<file path="src/rtl/tri_add_pkg.sv">
package tri_add_pkg;
  localparam int WORD_W  = 32;
  localparam int INSTR_W = 64;
  localparam int NUM_SRC = 3;

  // Field positions within the instruction word; index 0 = A, 1 = B, 2 = C
  localparam int HT_A_LSB  = 35;
  localparam int HT_B_LSB  = 33;
  localparam int HT_C_LSB  = 31;
  localparam int MODE_LSB  = 37;
  localparam int NEG_A_BIT = 51;
  localparam int NEG_B_BIT = 50;
  localparam int NEG_C_BIT = 49;

  typedef enum logic [1:0] {
    HT_FULL = 2'd0,
    HT_LOW  = 2'd1,
    HT_HIGH = 2'd2,
    HT_RSVD = 2'd3
  } height_e;

  typedef enum logic [1:0] {
    MD_SUM  = 2'd0,
    MD_SHR  = 2'd1,
    MD_SHL  = 2'd2,
    MD_RSVD = 2'd3
  } mode_e;

  typedef struct packed {
    logic [NUM_SRC-1:0][1:0] ht;
    logic [NUM_SRC-1:0]      neg;
    mode_e                   mode;
  } ctrl_t;
endpackage

</file>
<file path="src/rtl/tri_add_decode.sv">
module tri_add_decode
  import tri_add_pkg::*;
#(
  parameter int IW = INSTR_W
) (
  input  logic [IW-1:0] instr_word,
  input  logic          reg_form,
  output ctrl_t         ctrl,
  output logic          rsvd_hit
);
  logic [NUM_SRC-1:0][1:0] raw_ht;
  logic [1:0]              raw_mode;
  logic [NUM_SRC-1:0]      ht_rsvd;

  assign raw_ht[0] = instr_word[HT_A_LSB +: 2];
  assign raw_ht[1] = instr_word[HT_B_LSB +: 2];
  assign raw_ht[2] = instr_word[HT_C_LSB +: 2];
  assign raw_mode  = instr_word[MODE_LSB +: 2];

  for (genvar i = 0; i < NUM_SRC; i++) begin : g_ht
    assign ht_rsvd[i] = (raw_ht[i] == HT_RSVD);
    // Non-register forms and reserved values fall back to the full operand
    assign ctrl.ht[i] = (reg_form && !ht_rsvd[i]) ? raw_ht[i] : HT_FULL;
  end

  assign ctrl.neg[0] = instr_word[NEG_A_BIT];
  assign ctrl.neg[1] = instr_word[NEG_B_BIT];
  assign ctrl.neg[2] = instr_word[NEG_C_BIT];

  always_comb begin
    if (reg_form && raw_mode != MD_RSVD) ctrl.mode = mode_e'(raw_mode);
    else                                 ctrl.mode = MD_SUM;
  end

  assign rsvd_hit = reg_form && ((|ht_rsvd) || (raw_mode == MD_RSVD));
endmodule

</file>
<file path="src/rtl/tri_add_operand.sv">
module tri_add_operand
  import tri_add_pkg::*;
#(
  parameter int W = WORD_W
) (
  input  logic [W-1:0] src,
  input  logic [1:0]   ht,
  input  logic         neg,
  output logic [W-1:0] sel,
  output logic [W-1:0] cond
);
  localparam int HALF = W / 2;

  function automatic logic [W-1:0] pick_height(input logic [W-1:0] v, input logic [1:0] h);
    case (h)
      HT_LOW:  pick_height = {{(W-HALF){1'b0}}, v[HALF-1:0]};
      HT_HIGH: pick_height = v >> HALF;
      default: pick_height = v;
    endcase
  endfunction

  function automatic logic [W-1:0] twos_neg(input logic [W-1:0] v, input logic en);
    twos_neg = en ? (~v + W'(1)) : v;
  endfunction

  assign sel  = pick_height(src, ht);
  assign cond = twos_neg(sel, neg);
endmodule

</file>
<file path="src/rtl/tri_add_combine.sv">
module tri_add_combine
  import tri_add_pkg::*;
#(
  parameter int W = WORD_W
) (
  input  logic [W-1:0] a,
  input  logic [W-1:0] b,
  input  logic [W-1:0] c,
  input  mode_e        mode,
  output logic [W-1:0] res
);
  localparam int HALF = W / 2;

  logic [W:0] part;

  function automatic logic [W-1:0] fold(input logic [W:0] p, input logic [W-1:0] z, input mode_e m);
    logic [W:0] shr;
    case (m)
      MD_SHR: begin
        shr  = p >> HALF;
        fold = shr[W-1:0] + z;
      end
      MD_SHL:  fold = (p[W-1:0] << HALF) + z;
      default: fold = p[W-1:0] + z;
    endcase
  endfunction

  assign part = {1'b0, a} + {1'b0, b};
  assign res  = fold(part, c, mode);
endmodule

</file>
<file path="src/rtl/tri_add_unit.sv">
module tri_add_unit
  import tri_add_pkg::*;
#(
  parameter int DATA_W  = WORD_W,
  parameter int IW      = INSTR_W,
  parameter bit OUT_REG = 1'b1
) (
  input  logic              clk,
  input  logic              rst_n,
  input  logic [IW-1:0]     instr_word,
  input  logic              reg_form,
  input  logic [DATA_W-1:0] src_a,
  input  logic [DATA_W-1:0] src_b,
  input  logic [DATA_W-1:0] src_c,
  output logic [DATA_W-1:0] sum_out,
  output logic              bad_enc
);
  ctrl_t                          ctrl;
  logic                           comb_err;
  logic [DATA_W-1:0]              comb_result;
  logic [NUM_SRC-1:0][DATA_W-1:0] srcs;
  logic [NUM_SRC-1:0][DATA_W-1:0] sels;
  logic [NUM_SRC-1:0][DATA_W-1:0] conds;
  logic [DATA_W-1:0]              sel_a;
  logic [DATA_W-1:0]              cond_c;

  assign srcs[0] = src_a;
  assign srcs[1] = src_b;
  assign srcs[2] = src_c;

  tri_add_decode #(.IW(IW)) u_dec (
    .instr_word (instr_word),
    .reg_form   (reg_form),
    .ctrl       (ctrl),
    .rsvd_hit   (comb_err)
  );

  for (genvar i = 0; i < NUM_SRC; i++) begin : g_opnd
    tri_add_operand #(.W(DATA_W)) u_opnd (
      .src  (srcs[i]),
      .ht   (ctrl.ht[i]),
      .neg  (ctrl.neg[i]),
      .sel  (sels[i]),
      .cond (conds[i])
    );
  end

  assign sel_a  = sels[0];
  assign cond_c = conds[2];

  tri_add_combine #(.W(DATA_W)) u_comb (
    .a    (conds[0]),
    .b    (conds[1]),
    .c    (conds[2]),
    .mode (ctrl.mode),
    .res  (comb_result)
  );

  if (OUT_REG) begin : g_reg
    always_ff @(posedge clk or negedge rst_n) begin
      if (!rst_n) begin
        sum_out <= '0;
        bad_enc <= 1'b0;
      end else begin
        sum_out <= comb_result;
        bad_enc <= comb_err;
      end
    end
  end else begin : g_wire
    assign sum_out = comb_result;
    assign bad_enc = comb_err;
  end
endmodule

</file>
<file path="config.mk">
export PLATFORM = sky130hd
export DESIGN_NAME = tri_add_unit
export DESIGN_NICKNAME = d
export VERILOG_FILES = /design/src/rtl/tri_add_pkg.sv /design/src/rtl/tri_add_decode.sv /design/src/rtl/tri_add_operand.sv /design/src/rtl/tri_add_combine.sv /design/src/rtl/tri_add_unit.sv
export SDC_FILE = /design/constraint.sdc
export NUM_CORES = 1
export LEC_CHECK = 0
export ABC_AREA = 0
export BUFFER_PORTS_ARGS = -buffer_cell sky130_fd_sc_hd__buf_4
export CORE_MARGIN = 5
export CORE_UTILIZATION = 30
export DETAILED_ROUTE_END_ITERATION = 10
export GPL_ROUTABILITY_DRIVEN = 0
export PLACE_DENSITY = 0.49
export SYNTH_ARGS = -nofsm -noshare
export SYNTH_HDL_FRONTEND = slang
export SYNTH_SLANG_ARGS = --single-unit
export TNS_END_PERCENT = 100
</file>
<file path="constraint.sdc">
create_clock -name clk -period 0.8 [get_ports clk]
set_input_delay 0 -clock clk [delete_from_list [all_inputs] [get_ports clk]]
set_output_delay 0 -clock clk [all_outputs]
set_load 0.01 [all_outputs]
</file>
---- Word level (Yosys, flattened, before mapping) ----
Index checks and enable logic that the tools add are counted.
storage, ports and cells
  input port bits ......................... 163
  register bits ........................... 33
  output and inout bits ................... 33
cells by class
  bitwise logic cells ..................... 3
  reductions and logical operators ........ 10
  eq/ne operators ......................... 13
  $add $sub $neg .......................... 7
  multiplexer cells ....................... 11
operator list
  operator               number
  $pmux 32 s2            4
  $add 32x1->32 const B  3
  $mux 32                3
  $not 32->32            3
  $add 32x32->32         2
  $add 32x32->33         1
  $add 17x32->32         1
  $eq 2x2->1 const B     8
  $eq 2x1->1 const B     4
  $mux 2                 4
  $logic_and 1x1->1      5
  $logic_not 1->1        3
  $reduce_or 3->1        1
  $ne 2x2->1 const B     1
  $logic_or 1x1->1       1

---- Longest topological paths before layout ----
  depth in word-level cells ............... 12
  depth in mapped cells ................... 41
  gate-level depth less buffers ........... 38

---- Cells and area by module ----
Synthesis repeated with hierarchy kept, for this count alone.
unflattened totals
  cells, all modules ...................... 1,229
  area total of the unflattened synthesis .. 9,003.6 µm²
modules (own cells, without submodules)
  module           seq. area each (µm²)  area an instance (µm²)  instances  cells each
  tri_add_combine  0.0                   4,227.8                 1          617
  tri_add_operand  0.0                   1,278.7                 3          187
  tri_add_unit     825.8                 825.8                   1          33
  tri_add_decode   0.0                   113.9                   1          18

---- Worst setup path after synthesis ----
No wires, ideal clock.
  path type ............................... input-to-reg
  from .................................... input port reg_form
  to ...................................... register sum_out[28]
  stages .................................. 38
  arrival ................................. 7.283 ns
  path slack .............................. -6.618 ns
  path buffers ............................ 5
  path through ............................ clkbuf_1 nand2_1 or2_2 ha_1 buf_2 or2_2 clkbuf_1 buf_2 a22oi_1 and4_1 and4_1 nand3_1 and2_0 clkbuf_1 nor2_2 nor2_1 ha_1 a21o_1 [... 2 more ...] a31o_2 nor4_1 nor2_1 a21o_1 a21oi_1 xnor2_1 mux2_2 ha_1 a21o_1 a211oi_1 nand3_1 a31oi_1 nor3_1 o31a_1 a31o_2 a21oi_1 xor2_1 o21ai_0
between the ends
  longest elaborated chain between the ends .. 10
ends and longest elaborated chain
  element                                          line                   text
  start, declared                                  tri_add_unit.sv:11     input logic reg_form,
  $logic_and 1x1->1                                tri_add_decode.sv:23   assign ctrl.ht[i] = (reg_form && !ht_rsvd[i]) ? raw_ht[i] : HT_FULL;
  $mux 2                                           tri_add_decode.sv:23
  $eq 2x2->1 / $eq 2x1->1 (equally long branches)  tri_add_operand.sv:15  case (h)
  $pmux 32 s2                                      tri_add_operand.sv:15
  $not 32->32                                      tri_add_operand.sv:23  twos_neg = en ? (~v + W'(1)) : v;
  $add 32x1->32                                    tri_add_operand.sv:23
  $mux 32                                          tri_add_operand.sv:23
  $add 32x32->33                                   tri_add_combine.sv:28  assign part = {1'b0, a} + {1'b0, b};
  $add 32x32->32 (tied with other cells)           tri_add_combine.sv:24  default: fold = p[W-1:0] + z;
  $pmux 32 s2 *                                    tri_add_combine.sv:18  case (m)
  named net comb_result[28]                        tri_add_unit.sv:20     logic [DATA_W-1:0] comb_result;
  end signal, assigned                             tri_add_unit.sv:65     sum_out <= comb_result;
  end, declared                                    tri_add_unit.sv:15     output logic [DATA_W-1:0] sum_out,
The timed path passes the listed nets; every way through them passes the cells marked *.

---- Worst setup path after layout ----
Ends and elaborated chain as after synthesis.

==> results.md <==
* Die Y at 177 um
* Status: finished with violations
* First-pass GRT wire length at about 57000 um
* Number of buffers created by CTS at 5
* Synth warn at 0
* Setup CP Type: in2reg
* Final nets at between 2000 and 2500
* Rel. slew slack at roughly 60%
* Startpoint class of the critical path: primary input
* Crit path arrival time at about 6.6 ns
* Final Cycle Share at 806%
* Worst-Margin Slew at roughly 0.58 ns
* Highest clock rate at between 0.15 and 0.2 GHz
* Async S/R FF share, synth at between 90% and 100%
* Worst path slowest cell: or3_4
* Cell Area, Synth at approximately 0.0084 mm^2
* Worst Path Required at between 0.9 and 1 ns
* All-Layer GR Usage at a little under a quarter
* Full die area at 0.0313 mm^2
* Post-synth EDFFs at 0
* Core Area at roughly 0.028 mm^2
* Power Density at about 2900 mW/mm^2
* Initial antenna violation count at 0
* Fin. Hold Viols at 0
* Largest net degree at the start of global routing at 30
* H-tree Lvls at 2
* # fillers at 2635
* Layout cells sized above 1 at around 50%
* Iter 0 DRT Violations at ~500
* Layout overhead on the synthesized area at 85.7%
* Drc violations at 0
* Peak supply drop at about 1.3 mV
* Routed vias/inst at between 5 and 6
* CTS root buffer: clkbuf_16
* Pre-antenna DRT Iters at 5
* Crit path max fanout at 5
* I/O pin total at around 200
* Area taken by multi-input logic gates at ~0.0085 mm^2
* Distinct cells, synth at 74
* Sequential area share after synthesis at roughly a tenth
* WHS at between 0.09 and 0.1 ns
* TritonCTS clock tree: done
* Worst setup margin at -5.65 ns
* TNS Setup at -159.98 ns
* Post-Syn Nets at 1439
* Avg Cell Area, Syn at 7.05 um^2
* Initial Utilization at 30.3%
* Antenna diodes at 0
* Clock-pin slew on the worst setup and hold paths at around 0.06 ns
* Worst path max stage delay at ~0.37 ns
* Final number of max-transition violations at 0
* Failing checks: negative setup slack
* Chip width at 177 um
* Max_cap viols at 0
* Total congestion overflow at 0
* Vias at roughly 11000
* HP Class: in2reg
* Tmin final at about 6.4 ns
* Post-DRT Antenna Nets at 0
* FF+latch area at between 800 and 900 um^2
* Endpoint class of the critical path: flip-flop
* Per-cell routed wire length at 16.7 um
* Longest Clk Path Bufs at 2
* Top cell by count, worst path: a21o_1
* # rows at 61
* Main synth FF type: dfrtp_1
* Static Leak at 0.00739 uW
* Routed Wire Length at between 30000 and 40000 um
* Final setup vio count at 37
* Seq cells post-synth at 33
* DPL Wire Length at between 30000 and 40000 um
* Vias in the first global route at ~11000
* TritonCTS Sinks at 33
* RSZ-0062 raised after global routing: yes
* Cells after Synth at ~1200
* # port buffers at about 140
## where the power goes
group          switching [uW]  internal (uW)
combinational           18200          21100
sequential                395           2620
clock                     790           1160
total                   19400          24900
## per-stage QoR
step | power (uW) | area (um^2) | cells | setup slack (ns) | util (%)
floorplan | 20300 | 8750 | 1186 | -5.83 | -
global placement | 36000 | 14000 | 2175 | -6.29 | 50.7
detailed placement | 36400 | 14000 | 2175 | -6.35 | 50.7
CTS | 42200 | 15100 | 2214 | -5.59 | 54.7
global route | 47500 | 15500 | 2225 | -5.95 | 56.2
finish | 44300 | 15500 | 2225 | -5.65 | 56.2
## worst paths after layout
check / endpoint / from / slack, ns / cells after the start
worst max-delay path: sum_out[28] / reg_form / -5.65 / 37
worst min-delay path: bad_enc / instr_word[32] / 0.1 / 3
max in group asynchronous: sum_out[23] / rst_n / 0.30 / 3
min in group asynchronous: sum_out[28] / rst_n / 0.14 / 2
## worst max-delay path, delay by kind of cell
kind,cells,cell delay [ns]
and+or+nand+nor,10,1.76
AOI/OAI and AO/OA,17,3.00
adders and majority gates,4,0.94
xor gates and xnor gates,2,0.27
buffers and inverters,3,0.33
muxes,1,0.29
## synthesized netlist by cell type (14+ instances only)
library cell  count  share of area (%)
nand2_1         143                6.4
o21ai_0         110                6.6
a21oi_1          88                5.3
ha_1             87                 13
nor2_1           79                3.5
xnor2_1          63                6.6
xor2_1           62                6.5
clkbuf_1         42                1.9
inv_1            35                1.6
a22oi_1          34                3.1
dfrtp_1          33                9.9
a21o_1           30                2.7
nand2b_1         27                2.0
nand3_1          26                1.6
nor3_1           26                1.6
nor2b_1          18                1.3
a31oi_1          17                1.3
a22o_1           16                1.7
nand4_1          14                1.0
o21a_1           14                1.3
or3_1            14                1.0
## cells in the final DEF, fill, tap and decap left out, types with 14 or more instances in the layout
cell type / n
buf_4: 656
nand2_1: 133
nor2_1: 74
ha_1: 68
o21ai_0: 65
xor2_1: 61
a21oi_1: 54
xnor2_1: 49
buf_6: 40
inv_1: 34
dfrtp_1: 33
a21oi_2: 31
o21ai_1: 30
a21o_1: 29
nand2b_1: 24
nor3_1: 21
nand3_1: 21
a22oi_1: 18
a22oi_2: 16
a31oi_1: 16
ha_4: 16
a22o_1: 15
nand4_1: 14
o21a_1: 14
## area by class of cell
type | count | share of cell area, %
multi-input combinational | 1068 | 54.5
timing repair buffer | 703 | 35.4
sequential | 33 | 5.32
tap | 378 | 3.04
clock buffer | 8 | 0.878
inverter | 35 | 0.846
## repair_timing
item,in CTS,in global routing
pin swaps,90,50
buffers inserted,30,15
hold endpoints to repair,33,0
hold buffers,1,0
gates cloned,1,0
endpoints found under the setup margin,44,56
resized for setup,160,71
## cells by family after synthesis
| group | after synthesis | share of synthesized area [%] |
|---|---|---|
| fa+ha+maj | 90 | 13.7 |
| flops | 33 | 9.87 |
| xor+xnor | 125 | 13.1 |
| compound gates | 423 | 33.2 |
| mux | 13 | 1.59 |
| buf+inv | 86 | 4.08 |
| simple gates | 416 | 24.4 |
## layer usage
metal  part of all wire [%]  routed length [um]  global-route usage, %
met4                    3.4                1250                   7.83
met2                     51               19100                   42.3
met3                    3.4                1250                   1.71
met1                     42               15500                   27.3
met5                      0                   0                      0
## registers in the layout, summed over array words and instances, names as in the netlist
| register | flops |
|---|---|
| sum_out | 32 |
| bad_enc | 1 |
Note: power is estimated with default switching activity, not from simulation.
